## config.mk

```make
export PLATFORM = sky130hd
export DESIGN_NAME = aau_top
export DESIGN_NICKNAME = d
export VERILOG_FILES = /design/src/rtl/aau_pkg.sv /design/src/rtl/aau_pair_mux.sv /design/src/rtl/aau_calc.sv /design/src/rtl/aau_top.sv
export SDC_FILE = /design/constraint.sdc
export NUM_CORES = 1
export LEC_CHECK = 0
export BUFFER_PORTS_ARGS = -buffer_cell sky130_fd_sc_hd__buf_2
export CAP_MARGIN = 15
export CELL_PAD_IN_SITES_DETAIL_PLACEMENT = 0
export CELL_PAD_IN_SITES_GLOBAL_PLACEMENT = 2
export CORE_MARGIN = 3
export CORE_UTILIZATION = 34
export CTS_BUF_LIST = sky130_fd_sc_hd__clkbuf_4
export CTS_CLUSTER_DIAMETER = 40
export DETAILED_ROUTE_END_ITERATION = 8
export GPL_ROUTABILITY_DRIVEN = 0
export GPL_TIMING_DRIVEN = 0
export PLACE_DENSITY = 0.95
export SETUP_SLACK_MARGIN = 0.5
export SYNTH_ARGS = -nofsm -noshare
export SYNTH_HDL_FRONTEND = slang
export SYNTH_SLANG_ARGS = --single-unit
```

## constraint.sdc

```tcl
create_clock -name clk -period 0.8 [get_ports clk]
set_input_delay 0.16 -clock clk [delete_from_list [all_inputs] [get_ports clk]]
set_output_delay 0.16 -clock clk [all_outputs]
set_load 0.005 [all_outputs]
```

## src/rtl/aau_pkg.sv

```systemverilog
package aau_pkg;
    localparam int ADDR_W = 16;
    localparam int BYTE_W = 8;
    localparam int NIB_W  = 4;
    localparam int FLAG_W = 4;
    localparam int HALF_W = ADDR_W - NIB_W;

    typedef enum logic [2:0] {
        OP_IDLE  = 3'b000,
        OP_INC   = 3'b001,
        OP_DEC   = 3'b010,
        OP_ADDHL = 3'b011,
        OP_ADDSP = 3'b100,
        OP_SPHL  = 3'b101
    } op_e;

    typedef enum logic [1:0] {
        PR_BC = 2'b00,
        PR_DE = 2'b01,
        PR_HL = 2'b10,
        PR_SP = 2'b11
    } pair_e;

    typedef enum logic {
        ST_RESET = 1'b0,
        ST_RUN   = 1'b1
    } state_e;

    localparam int FZ = 3;
    localparam int FN = 2;
    localparam int FH = 1;
    localparam int FC = 0;
endpackage

```

## src/rtl/aau_pair_mux.sv

```systemverilog
module aau_pair_mux
    import aau_pkg::*;
(
    input  logic [1:0]        sel,
    input  logic [ADDR_W-1:0] bc,
    input  logic [ADDR_W-1:0] de,
    input  logic [ADDR_W-1:0] hl,
    input  logic [ADDR_W-1:0] sp,
    output logic [ADDR_W-1:0] operand
);
    always_comb begin
        unique case (sel)
            PR_BC:   operand = bc;
            PR_DE:   operand = de;
            PR_HL:   operand = hl;
            default: operand = sp;
        endcase
    end
endmodule

```

## src/rtl/aau_calc.sv

```systemverilog
module aau_calc
    import aau_pkg::*;
(
    input  logic [2:0]        op,
    input  logic [1:0]        sel,
    input  logic [ADDR_W-1:0] operand,
    input  logic [ADDR_W-1:0] hl,
    input  logic [ADDR_W-1:0] sp,
    input  logic [BYTE_W-1:0] disp,
    input  logic [FLAG_W-1:0] fin,
    output logic [ADDR_W-1:0] result,
    output logic              wb_en,
    output logic [1:0]        wb_pair,
    output logic [FLAG_W-1:0] fout
);
    logic [ADDR_W-1:0] disp_sx;
    logic [ADDR_W:0]   sum_hl;
    logic [HALF_W:0]   sum_hl_lo;
    logic [BYTE_W:0]   sum_b;
    logic [NIB_W:0]    sum_n;
    logic [ADDR_W-1:0] sum_sp;

    always_comb begin
        disp_sx   = {{(ADDR_W-BYTE_W){disp[BYTE_W-1]}}, disp};
        sum_hl    = {1'b0, hl} + {1'b0, operand};
        sum_hl_lo = {1'b0, hl[HALF_W-1:0]} + {1'b0, operand[HALF_W-1:0]};
        sum_b     = {1'b0, sp[BYTE_W-1:0]} + {1'b0, disp};
        sum_n     = {1'b0, sp[NIB_W-1:0]} + {1'b0, disp[NIB_W-1:0]};
        sum_sp    = sp + disp_sx;
    end

    always_comb begin
        result  = '0;
        wb_en   = 1'b0;
        wb_pair = PR_BC;
        fout    = fin;
        case (op)
            OP_INC: begin
                result  = operand + 1'b1;
                wb_en   = 1'b1;
                wb_pair = sel;
            end
            OP_DEC: begin
                result  = operand - 1'b1;
                wb_en   = 1'b1;
                wb_pair = sel;
            end
            OP_ADDHL: begin
                result   = sum_hl[ADDR_W-1:0];
                wb_en    = 1'b1;
                wb_pair  = PR_HL;
                fout[FN] = 1'b0;
                fout[FH] = sum_hl_lo[HALF_W];
                fout[FC] = sum_hl[ADDR_W];
            end
            OP_ADDSP, OP_SPHL: begin
                result   = sum_sp;
                wb_en    = 1'b1;
                wb_pair  = (op == OP_SPHL) ? PR_HL : PR_SP;
                fout     = {1'b0, 1'b0, sum_n[NIB_W], sum_b[BYTE_W]};
            end
            default: ;
        endcase
    end
endmodule

```

## src/rtl/aau_top.sv

```systemverilog
module aau_top
    import aau_pkg::*;
(
    input  logic              clk,
    input  logic              rst_n,
    input  logic [2:0]        op_sel,
    input  logic [1:0]        pair_sel,
    input  logic [15:0]       hl_in,
    input  logic [15:0]       bc_in,
    input  logic [15:0]       de_in,
    input  logic [15:0]       sp_in,
    input  logic [7:0]        disp_in,
    input  logic [3:0]        flags_in,
    output logic [15:0]       result_q,
    output logic              wb_en_q,
    output logic [1:0]        wb_pair_q,
    output logic [3:0]        flags_q
);
    state_e            state_q;
    logic [ADDR_W-1:0] operand;
    logic [ADDR_W-1:0] res_d;
    logic              wb_en_d;
    logic [1:0]        wb_pair_d;
    logic [FLAG_W-1:0] flags_d;

    aau_pair_mux u_mux (
        .sel     (pair_sel),
        .bc      (bc_in),
        .de      (de_in),
        .hl      (hl_in),
        .sp      (sp_in),
        .operand (operand)
    );

    aau_calc u_calc (
        .op      (op_sel),
        .sel     (pair_sel),
        .operand (operand),
        .hl      (hl_in),
        .sp      (sp_in),
        .disp    (disp_in),
        .fin     (flags_in),
        .result  (res_d),
        .wb_en   (wb_en_d),
        .wb_pair (wb_pair_d),
        .fout    (flags_d)
    );

    always_ff @(posedge clk or negedge rst_n) begin
        if (!rst_n) state_q <= ST_RESET;
        else        state_q <= ST_RUN;
    end

    always_ff @(posedge clk or negedge rst_n) begin
        if (!rst_n) begin
            result_q  <= '0;
            wb_en_q   <= 1'b0;
            wb_pair_q <= '0;
            flags_q   <= '0;
        end else begin
            result_q  <= res_d;
            wb_en_q   <= wb_en_d;
            wb_pair_q <= wb_pair_d;
            flags_q   <= flags_d;
        end
    end


    flags_keep_chk: assert property (@(posedge clk) disable iff (!rst_n)
        (state_q == ST_RUN && ($past(op_sel) == OP_INC || $past(op_sel) == OP_DEC))
        |-> (flags_q == $past(flags_in)));


    addhl_zn_chk: assert property (@(posedge clk) disable iff (!rst_n)
        (state_q == ST_RUN && $past(op_sel) == OP_ADDHL)
        |-> (!flags_q[FN] && flags_q[FZ] == $past(flags_in[FZ]) && wb_pair_q == PR_HL));


    disp_zn_chk: assert property (@(posedge clk) disable iff (!rst_n)
        (state_q == ST_RUN && ($past(op_sel) == OP_ADDSP || $past(op_sel) == OP_SPHL))
        |-> (flags_q[FZ] == 1'b0 && flags_q[FN] == 1'b0 && wb_en_q));


    sphl_dst_chk: assert property (@(posedge clk) disable iff (!rst_n)
        (state_q == ST_RUN && $past(op_sel) == OP_SPHL)
        |-> (wb_pair_q == PR_HL && result_q == $past(sp_in) + {{8{$past(disp_in[7])}}, $past(disp_in)}));


    idle_chk: assert property (@(posedge clk) disable iff (!rst_n)
        (state_q == ST_RUN && ($past(op_sel) == 3'b000 || $past(op_sel) == 3'b110 || $past(op_sel) == 3'b111))
        |-> (!wb_en_q && result_q == '0 && flags_q == $past(flags_in)));
endmodule

```

**Word-level counts from Yosys, hierarchy flattened**

Index checks and enable logic that the tools add are counted.
Widths: inputs -> output; s select.

- Register bits: 23
- Output and inout bits: 23

- Add/sub/neg operators: 7
- Equal/unequal tests: 7
- Multiplexer cells: 7
- Reductions and logical operators: 4

Operator list:

| operator | number |
|---|---|
| $pmux 16 s4 | 1 |
| $pmux 16 s3 | 1 |
| $add 16x16->17 | 1 |
| $add 16x1->16 const B | 1 |
| $add 16x16->16 | 1 |
| $sub 16x1->16 const B | 1 |
| $add 12x12->13 | 1 |
| $add 8x8->9 | 1 |
| $eq 3x2->1 const B | 2 |
| $eq 3x3->1 const B | 2 |
| $pmux 2 s3 | 1 |
| $pmux 3 s2 | 1 |
| $add 4x4->5 | 1 |
| $reduce_or 5->1 | 1 |
| $reduce_or 2->1 | 2 |
| $eq 3x1->1 const B | 1 |
| $mux 1 | 3 |
| $eq 2x1->1 const B | 1 |
| $eq 2x2->1 const B | 1 |
| $logic_not 2->1 | 1 |

**Longest topological paths before layout**

Gate-level depths: netlist of the first run.

- Depth in word-level cells: 4
- Mapped depth: 12

**By module**

A second synthesis of the first run with hierarchy kept.

- Cells, all modules: 414
- Area, all modules: 3594.7 um2

Modules (own cells, without submodules):

| module | times used | cells an instance | area an instance (um2) | seq. area each (um2) |
|---|---|---|---|---|
| aau_calc | 1 | 371 | 2595.0 | 0.0 |
| aau_top | 1 | 23 | 575.6 | 575.6 |
| aau_pair_mux | 1 | 20 | 424.2 | 0.0 |

**Worst setup path after synthesis of the first run**

No wires, ideal clock.

- Kind: input to register
- From: input port pair_sel[0]
- To: register result_q[14]
- Data arrival time: 3297 ps
- Required time: 653 ps
- Path slack: -2644 ps
- Cell stages on the path: 12
- Path buffers: 2
- Cells stage by stage: buf_6 -> buf_1 -> mux4_2 -> fa_1 -> a21oi_1 -> o21ai_0 -> a2111oi_0 -> o41ai_1 -> nand2_1 -> a211oi_1 -> o2111ai_1 -> o311ai_0

- Word-level cells in the longest chain between the ends: 4
- Elaborated cells between the ends (all ways): 8
- Those cells by class: 3 x add/sub; 2 x eq/ne; 2 x mux; 1 x reduce/logical

RTL lines:

| item | RTL line | source |
|---|---|---|
| start, declared | aau_top.sv:7 | `input logic [1:0] pair_sel,` |
| $eq 2x2->1, or another cell as far along | aau_pair_mux.sv:12 | `unique case (sel)` |
| $pmux 16 s3 * | aau_pair_mux.sv:12 |  |
| $add 16x16->17, or another cell as far along | aau_calc.sv:25 | `sum_hl = {1'b0, hl} + {1'b0, operand};` |
| $pmux 16 s4 * | aau_calc.sv:37 | `case (op)` |
| net res_d[14] | aau_top.sv:21 | `logic [ADDR_W-1:0] res_d;` |
| end signal, assigned | aau_top.sv:61 | `result_q <= res_d;` |
| end, declared | aau_top.sv:14 | `output logic [15:0] result_q,` |

Mark *: on every way through the listed nets, which the timed path passes. The rest lies on a longest branch.

**Worst setup path in the final report of the first run**

Same ends and word-level chain as after synthesis.

==> impl_metrics.yaml, run 1 <==
floorplan:
  fp-row-count: 35
  dieWidth_um: 104.9
  ios: 106
  die_y_um: 104.9
  fp.coreArea_mm2: 0.009371
  start_util_pct: 35.47
  die_area_mm2: 0.01100
final_layout:
  finalNetCount: 640
  area_growth_pct: 47.72
  fin_util_pct: 52.40
  drive_above_1_share_pct: 45.74
  fill_cells: 878
  diodes: 0
global_route:
  grt_max_degree: 24
  grt_usage_pct: 18.84
  overflow: 0
  grt_pass1_vias: 3318
  grt_pass1_wl_um: 16860
  antenna_found_initial: 0
drt:
  vias: 3364
  ant_nets: 0
  avgViaCountPerCell: 5.306
  drc: 0
  wl_um: 10840
  drt_iter0_drc: 123
  wl_per_cell_um: 17.09
  first_pass_iters: 4
power:
  p_int_mw: 3.465
  p_sw_mw: 2.435
  swShare_pct: 41.26
  clkPwrFrac_pct: 8.6
  p_leak_nw: 2.266
  powerDensity_mw_per_mm2: 1201
  vdd_ir_drop_max_mv: 0.5129
  combPwrFrac_pct: 68.1
  seq_power_share_pct: 23.2
timing:
  rsz0062_at_grt: "true"
  hold_slack_ns: -0.1998
  drv_slew: 0
  worst_slew_pin_slew_ns: 0.6449
  relSlewSlack_pct: 56.85
  period_share_pct: 306.2
  post-route-min-period_ns: 2.450
  finalHoldViolCount: 23
  fin_setup_tns_ns: -27.58
  setup_viol: 41
  max_freq_mhz: 408.2
  setup_ws_ns: -1.650
synthesis:
  synth_top_cells_by_count: "48 x ha_1, 38 x a21oi_1, 27 x xnor2_1"
  seq_area_frac_synth_pct: 17.31
  syn_nets: 501
  yosysMostFrequentCell: "ha_1"
  synthArstFlopShare_pct: 100.0
  synth_flop_cell: "dfrtp_1"
  synthCells: 367
  yosys_warnings: 0
  yosysTopAreaCell: "ha_1"
  synth_cell_type_count: 50
  yosys-top-cells-area: "ha_1 18%, dfrtp_1 17%, mux4_2 8.1%"
  ys_ff_latch: 23
  netlist.area_leader.share_pct: 18.07
  syn_area_mm2: 0.003324
  syn_avg_cell_area_um2: 9.058
  synth_edf_count: 0
status:
  violations: "hold timing, setup timing"
  status: "finished, violations left"
worst_setup_path:
  critPathTopFamily: "compound AO/OA/AOI/OAI gates"
  worstPathArrival_ns: 2.66
  critPathLaunchType: "primary input"
  path_depth: 12
  cp.required_ns: 1.01
  worstSetupPathType: "in2reg"
  critical_path.max_fanout: 5
  end_kind: "register"
  worstPathCellList: "buf_12, buf_12, mux4_2, ha_1, nand2_1, o21ai_2, a2111oi_4, o41ai_2, nand2_2, a211oi_4, o2111ai_2, o311ai_2"
  cpPeakStageDelay_ns: 0.54
  critical-path-slowest-cell: "mux4_2"
  crit_path_frequent_cell: "buf_12"
  worst-path-buf-inv: 2
job:
  cap_violations: 0
clock_tree:
  cts_root_buffer: "clkbuf_4"
  cts_buffers: 3
  cts.path.max_buffers: 2
  ctsHtreeMaxLevel: 1
  cts_tree: "yes"
  cts_sinks: 23
  clkSlewWorstSetupHoldPaths_ns: 0.12
place:
  io_buffers: 102
  hpwl_um: 8645
hold_path:
  hold_path_class: "in2async"
## power by group through the flow
stage	Sequential (mW)	Clock (mW)	Combinational [mW]
after floorplan	1.44	0	2.22
after global placement	1.40	0	3.23
after detailed placement	1.40	0	3.26
after CTS	1.37	0.530	3.65
after global routing	1.39	0.565	4.38
final	1.37	0.510	4.02
## repair_timing
item / 4_1_cts / 5_1_grt
cloned: 1 / 0
pin swaps: 25 / 31
endpoints found under the setup margin: 46 / 46
hold endpoints to repair: 23 / 23
gates resized for setup: 49 / 37
setup buffers: 14 / 17
## flip-flops by register name (all words and copies together), names as in the netlist
name       count
flags_q        4
result_q      16
wb_en_q        1
wb_pair_q      2
## kinds of logic after synthesis
| family | share of synthesized area [%] |
|---|---|
| buf+inv | 2.597 |
| xor+xnor | 11.07 |
| flops | 17.31 |
| simple gates | 12.23 |
| fa+ha+maj | 20.17 |
| mux | 12.19 |
| compound gates | 24.43 |
## placed cells by master (no fill, tap or decap), types with 9 or more instances in the layout
master,count
xnor2_1,26
ha_1,34
inv_1,9
nand2_1,16
ha_4,12
mux4_2,14
a21o_1,15
o21ai_1,12
dfrtp_1,23
buf_2,100
a21oi_2,10
a21oi_1,28
nor2_1,21
buf_4,26
xor2_1,14
## layer usage
layer	wire length (µm)	part of all wire (%)	global-route usage [%]	up-vias
li1	-	-	-	1684
met1	5238	48	27.98	1574
met2	4980	46	29.51	98
met3	495	4.6	1.915	8
met4	124	1.1	4.124	0
met5	0	0	0	-
## cell type report
| class | count | area, µm² | share of cell area, % |
|---|---|---|---|
| timing repair buffer | 134 | 802.0 | 16.33 |
| tap | 129 | 161.4 | 3.287 |
| clock buffer | 3 | 22.52 | 0.4586 |
| multi-input combinational | 323 | 3122 | 63.57 |
| sequential | 23 | 575.6 | 11.72 |
| buffer | 11 | 185.2 | 3.771 |
| inverter | 10 | 37.54 | 0.7643 |
| clock inverter | 1 | 5.005 | 0.1019 |
## metrics by stage
stage	power [mW]	cell area [µm²]	std cells	setup slack (ns)
final	5.900	4911	634	-1.650
after global routing	6.334	4911	634	-1.796
after CTS	5.552	4622	617	-1.700
after detailed placement	4.663	4215	598	-2.385
after global placement	4.631	4215	598	-2.351
after floorplan	3.654	3543	367	-1.809
## how the worst max path moves through the flow
stage	from	to	slack, ns
6_report	pair_sel[0]	result_q[14]$_DFF_PN0_	-1.65
3_5_place_dp	sp_in[0]	result_q[14]$_DFF_PN0_	-2.39
5_1_grt	pair_sel[0]	result_q[14]$_DFF_PN0_	-1.80
2_1_floorplan	pair_sel[0]	result_q[14]$_DFF_PN0_	-1.81
4_1_cts	pair_sel[0]	result_q[14]$_DFF_PN0_	-1.70
3_3_place_gp	sp_in[0]	result_q[14]$_DFF_PN0_	-2.35
Note: power is estimated with default switching activity, not from simulation.
==> run 2, diff against run 1 <==
Settings changed: CORE_UTILIZATION 34 to 31, PLACE_DENSITY 0.95 to 0.94.
Clock period 0.8 ns to 2.4 ns, I/O delays scaled along.
==> run 2 against run 1 <==
  * Sequential cell count unchanged
  * Global-route usage down 1.3 points
  * Final cell count rose by 0.63%
  * Critical endpoint is now result_q[12]$_DFF_PN0_
  * The flow finishes with violations (setup timing)
  * Non-clock buffer count decreased by 3
  * Worst hold slack better by 0.32 ns
==> impl_metrics.yaml, run 2 (synthesis results as in run 1) <==
drt:
  avgViaCountPerCell: 5.248
  ant_nets: 0
  wl_um: 11150
  drc: 0
  vias: 3348
  drt_iter0_drc: 117
  wl_per_cell_um: 17.48
  first_pass_iters: 4
clock_tree:
  cts_sinks: 23
  cts_root_buffer: "clkbuf_4"
  cts.path.max_buffers: 2
  cts_tree: "yes"
  cts_buffers: 3
  clkSlewWorstSetupHoldPaths_ns: 0.12
  ctsHtreeMaxLevel: 1
power:
  vdd_ir_drop_max_mv: 0.1311
  powerDensity_mw_per_mm2: 412.9
  p_leak_nw: 2.186
worst_setup_path:
  worst-path-buf-inv: 2
  critical-path-slowest-cell: "mux4_2"
  worstPathArrival_ns: 3.05
  end_kind: "register"
  crit_path_frequent_cell: "buf_12"
  endpoint: "result_q[12]$_DFF_PN0_"
  cp.required_ns: 2.56
  critical_path.max_fanout: 6
  worstSetupPathType: "in2reg"
  critPathLaunchType: "primary input"
  path_depth: 12
  worstPathCellList: "buf_12, buf_12, mux4_2, ha_4, nand2_2, o21ai_4, a2111oi_4, o41ai_2, nand2_1, a21oi_2, xnor2_1, o221ai_1"
  cpPeakStageDelay_ns: 0.57
  cp-startpoint: "pair_sel[0]"
  critPathTopFamily: "compound AO/OA/AOI/OAI gates"
status:
  status: "finished, violations left"
  violations: "setup timing"
final_layout:
  stdcell_count: 638
  drive_above_1_share_pct: 43.23
  diodes: 0
  multi_input_area_mm2: 0.003127
  finalNetCount: 637
  area_growth_pct: 43.36
  fill_cells: 1036
  top_register: "result_q"
  top_regs: "result_q: 16 flops, flags_q: 4 flops, wb_pair_q: 2 flops"
  area.sequential_um2: 575.6
  final_cell_mix: "102 x buf_2, 33 x ha_1, 30 x a21oi_1, 27 x buf_4, 24 x xnor2_1"
  final_common_cell: "buf_2"
  largest_register_ffs: 16
timing:
  finalHoldViolCount: 0
  period_share_pct: 120.3
  setup_ws_ns: -0.4868
  rsz0062_at_grt: "true"
  max_freq_mhz: 346.4
  setup_viol: 13
  post-route-min-period_ns: 2.887
  worst_slew_pin_slew_ns: 0.5981
  hold_slack_ns: 0.1201
  drv_slew: 0
  relSlewSlack_pct: 59.98
floorplan:
  ios: 106
  fp.coreArea_mm2: 0.01037
  dieWidth_um: 109.6
  die_y_um: 109.6
  fp-row-count: 37
  die_area_mm2: 0.01200
  start_util_pct: 32.06
place:
  hpwl_um: 8710
  io_buffers: 102
  dp_cells: 605
  preCtsSetupSlack_ns: -1.068
global_route:
  grt_max_degree: 24
  overflow: 0
  antenna_found_initial: 0
  grt_pass1_vias: 3197
  grt_pass1_wl_um: 16400
  grt_usage_pct: 17.58
hold_path:
  hold_path_class: "in2async"
job:
  cap_violations: 0
[run 2: cell types whose count changed in the layout (fill, tap and decap cells not counted), moves of 3 or more]
| cell | before | now |
|---|---|---|
| clkbuf_16 | 4 | 0 |
| buf_6 | 7 | 3 |
| clkbuf_1 | 2 | 5 |
| a31oi_1 | 5 | 2 |
| a31oi_2 | 0 | 4 |
| ha_4 | 12 | 15 |
| xnor2_2 | 0 | 3 |
| buf_8 | 3 | 0 |
| a21oi_2 | 10 | 6 |
[run 2: how the worst min path moves through the flow]
stage / slack (ns) / from / to / cells past startpoint
floorplan: 0.18 / rst_n / flags_q[0]$_DFF_PN0_ / 0
global placement: 0.46 / rst_n / wb_pair_q[0]$_DFF_PN0_ / 1
detailed placement: 0.48 / rst_n / wb_pair_q[0]$_DFF_PN0_ / 1
CTS: 0.13 / rst_n / result_q[6]$_DFF_PN0_ / 1
global route: 0.14 / rst_n / result_q[6]$_DFF_PN0_ / 1
finish: 0.12 / rst_n / result_q[7]$_DFF_PN0_ / 1
[run 2: final cells by class]
type / count / area share (%)
clock inverters: 1 / 0.1050
plain buffers: 11 / 1.943
inverters: 10 / 0.7876
repair buffers: 131 / 15.44
flip-flops and latches: 23 / 12.08
multi-input cells: 323 / 65.61
clock buffers: 3 / 0.4726
well taps: 136 / 3.570
[run 2: repair_timing]
action / 4_1_cts / 5_1_grt
setup endpoints to repair: 17 / 17
buffers inserted: 18 / 11
pin swaps: 31 / 30
gates resized for setup: 45 / 31
hold buffers: 0 / 0
[run 2: metal layers]
layer  routed length [µm]  track usage [%]
met2                 5202            29.47
met3                  426           0.9982
met1                 5425            25.28
met5                    0                0
met4                   96            3.028
[run 2: stage by stage]
step                setup TNS [ns]  power (mW)  utilization [%]  area, µm²
CTS                         -3.724       1.842            43.52       4513
finish                      -3.900       1.968            45.96       4766
floorplan                   -5.046       1.200                -       3430
global route                -4.789       2.112            45.96       4766
detailed placement          -11.49       1.532            39.64       4110
global placement            -11.52       1.520            39.64       4110
[run 2: report_power, final]
part / internal [mW] / total (mW) / switching, mW / leakage (nW)
logic: 0.642 / 1.34 / 0.694 / 1.88
registers: 0.445 / 0.459 / 0.0133 / 0.288
clock network: 0.0622 / 0.173 / 0.111 / 0.0177
total: 1.15 / 1.97 / 0.818 / 2.19
==> run 3, diff against run 2 <==
Settings changed: REMOVE_ABC_BUFFERS set to 1.
==> run 3 against run 2 <==
  * The run still ends with setup timing left
  * Count of clock-buffer cells in the layout up 1
  * Clock power rose by 3%
  * Combinational power fell by 3%
  * Via count about the same
  * Sequential power hardly changed
  * Routed wire length decreased by 3.4%
  * Sequential share of layout area up 0.32 points
  * Total power is 1.7% lower
  * Fmax grew 3.5%
  * First-iteration DRC count increased by 13%
  * Critical path type unchanged
  * Critical endpoint is now result_q[15]$_DFF_PN0_
  * Largest cell class unchanged
  * Largest power group unchanged
==> impl_metrics.yaml, run 3 (synthesis results as in run 1) <==
status:
  status: "finished, violations left"
  violations: "setup timing"
power:
  vdd_ir_drop_max_mv: 0.1711
  p_leak_nw: 2.151
  power_mw: 1.933
  powerDensity_mw_per_mm2: 416.4
floorplan:
  die_y_um: 109.6
  fp-row-count: 37
  dieWidth_um: 109.6
  die_area_mm2: 0.01200
  ios: 106
  fp.coreArea_mm2: 0.01037
  start_util_pct: 32.06
drt:
  vias: 3346
  first_pass_iters: 4
  wl_um: 10780
  avgViaCountPerCell: 5.337
  wl_per_cell_um: 17.19
  ant_nets: 0
  drc: 0
  drt_iter0_drc: 132
global_route:
  grt_pass1_wl_um: 15950
  grt_pass1_vias: 3202
  overflow: 0
  antenna_found_initial: 0
  grt_usage_pct: 17.07
  grt_max_degree: 24
timing:
  setup_viol: 12
  post-route-min-period_ns: 2.790
  setup_ws_ns: -0.3898
  relSlewSlack_pct: 41.48
  finalHoldViolCount: 0
  hold_slack_ns: 0.1328
  worst_slew_pin_slew_ns: 0.8761
  period_share_pct: 116.2
  max_freq_mhz: 358.5
  rsz0062_at_grt: "true"
  drv_slew: 0
clock_tree:
  cts_sinks: 23
  cts_root_buffer: "clkbuf_4"
  holdBufCountCts: 0
  ctsHtreeMaxLevel: 1
  cts_buffers: 3
  cts_tree: "yes"
  clkSlewWorstSetupHoldPaths_ns: 0.11
  cts.path.max_buffers: 2
final_layout:
  drive_above_1_share_pct: 41.96
  final_cell_mix: "102 x buf_2, 37 x ha_1, 26 x a21oi_1, 24 x xnor2_1"
  finalNetCount: 626
  final_common_cell: "buf_2"
  top_register: "result_q"
  fin_area_mm2: 0.004643
  largest_register_ffs: 16
  fill_cells: 1031
  diodes: 0
  top_regs: "result_q: 16 flops, flags_q: 4 flops, wb_pair_q: 2 flops"
  area_growth_pct: 39.67
worst_setup_path:
  cpPeakStageDelay_ns: 0.58
  worstSetupPathType: "in2reg"
  critPathLaunchType: "primary input"
  end_kind: "register"
  worstPathCellList: "buf_16, mux4_2, ha_4, a211o_1, a211o_1, a31oi_4, a21oi_2, a21oi_2, xnor2_1, a22oi_1, o21ai_1"
  worstPathArrival_ns: 2.95
  critical_path.max_fanout: 6
  cp.required_ns: 2.56
  critical-path-slowest-cell: "mux4_2"
hold_path:
  hold_path_class: "in2async"
place:
  postPlaceCellArea_mm2: 0.003971
  hpwl_um: 8166
  io_buffers: 105
job:
  cap_violations: 0
[run 3: changes by cell type in the layout (fill, tap and decap cells not counted), sizes merged]
cell    previous run  this run
buf              135       130
clkbuf            10         5
clkinv             1         0
[run 3: final cells by class]
| type | instances | area, µm² | area share (%) |
|---|---|---|---|
| Tap cell | 136 | 170.2 | 3.665 |
| Timing Repair Buffer | 131 | 783.3 | 16.87 |
| Inverter | 10 | 37.54 | 0.8084 |
| Sequential cell | 23 | 575.6 | 12.40 |
| Clock buffer | 4 | 30.03 | 0.6467 |
| Multi-Input combinational cell | 323 | 3047 | 65.62 |
[run 3: path summary, 6_finish.rpt]
kind	from	end	slack, ns	depth (start not counted)
worst min-delay path	rst_n	wb_pair_q[1]$_DFF_PN0_	0.13	1
max in group asynchronous	rst_n	flags_q[1]$_DFF_PN0_	1.93	1
min in group clk	flags_in[3]	flags_q[3]$_DFF_PN0_	0.38	2
worst max-delay path	pair_sel[0]	result_q[15]$_DFF_PN0_	-0.39	11
[run 3: metal layers]
metal	vias to the layer above	part of all wire (%)	GRT usage, %
met2	81	47	28.38
met5	-	0	0
met3	13	4.6	0.9982
li1	1656	-	-
met4	0	1.2	3.562
met1	1596	47	24.44
[run 3: critical path: cells and delay by family]
kind	cells	cell delay, ns
buf+inv	1	0.11
xor+xnor	1	0.09
mux	1	0.58
fa+ha+maj	1	0.29
compound gates	7	1.39
[run 3: what timing repair did]
item,in CTS,in global routing
endpoints found under the setup margin,18,17
gates cloned,1,0
hold endpoints to repair,0,0
gates resized for setup,69,20
pin swaps,24,24
buffers inserted,20,5
[run 3: where the power goes]
| group | switching (mW) | total (mW) | internal (mW) |
|---|---|---|---|
| sequential | 0.0134 | 0.459 | 0.446 |
| combinational | 0.674 | 1.30 | 0.623 |
| clock | 0.102 | 0.178 | 0.0760 |
[run 3: through the flow]
step	TNS (ns)	setup WS, ns	instances	util, %
finish	-3.209	-0.3898	627	44.78
CTS	-2.374	-0.3146	622	43.30
global placement	-20.14	-1.734	597	38.30
global route	-4.086	-0.4109	627	44.78
floorplan	-7.513	-0.8989	356	-
detailed placement	-20.39	-1.818	597	38.30
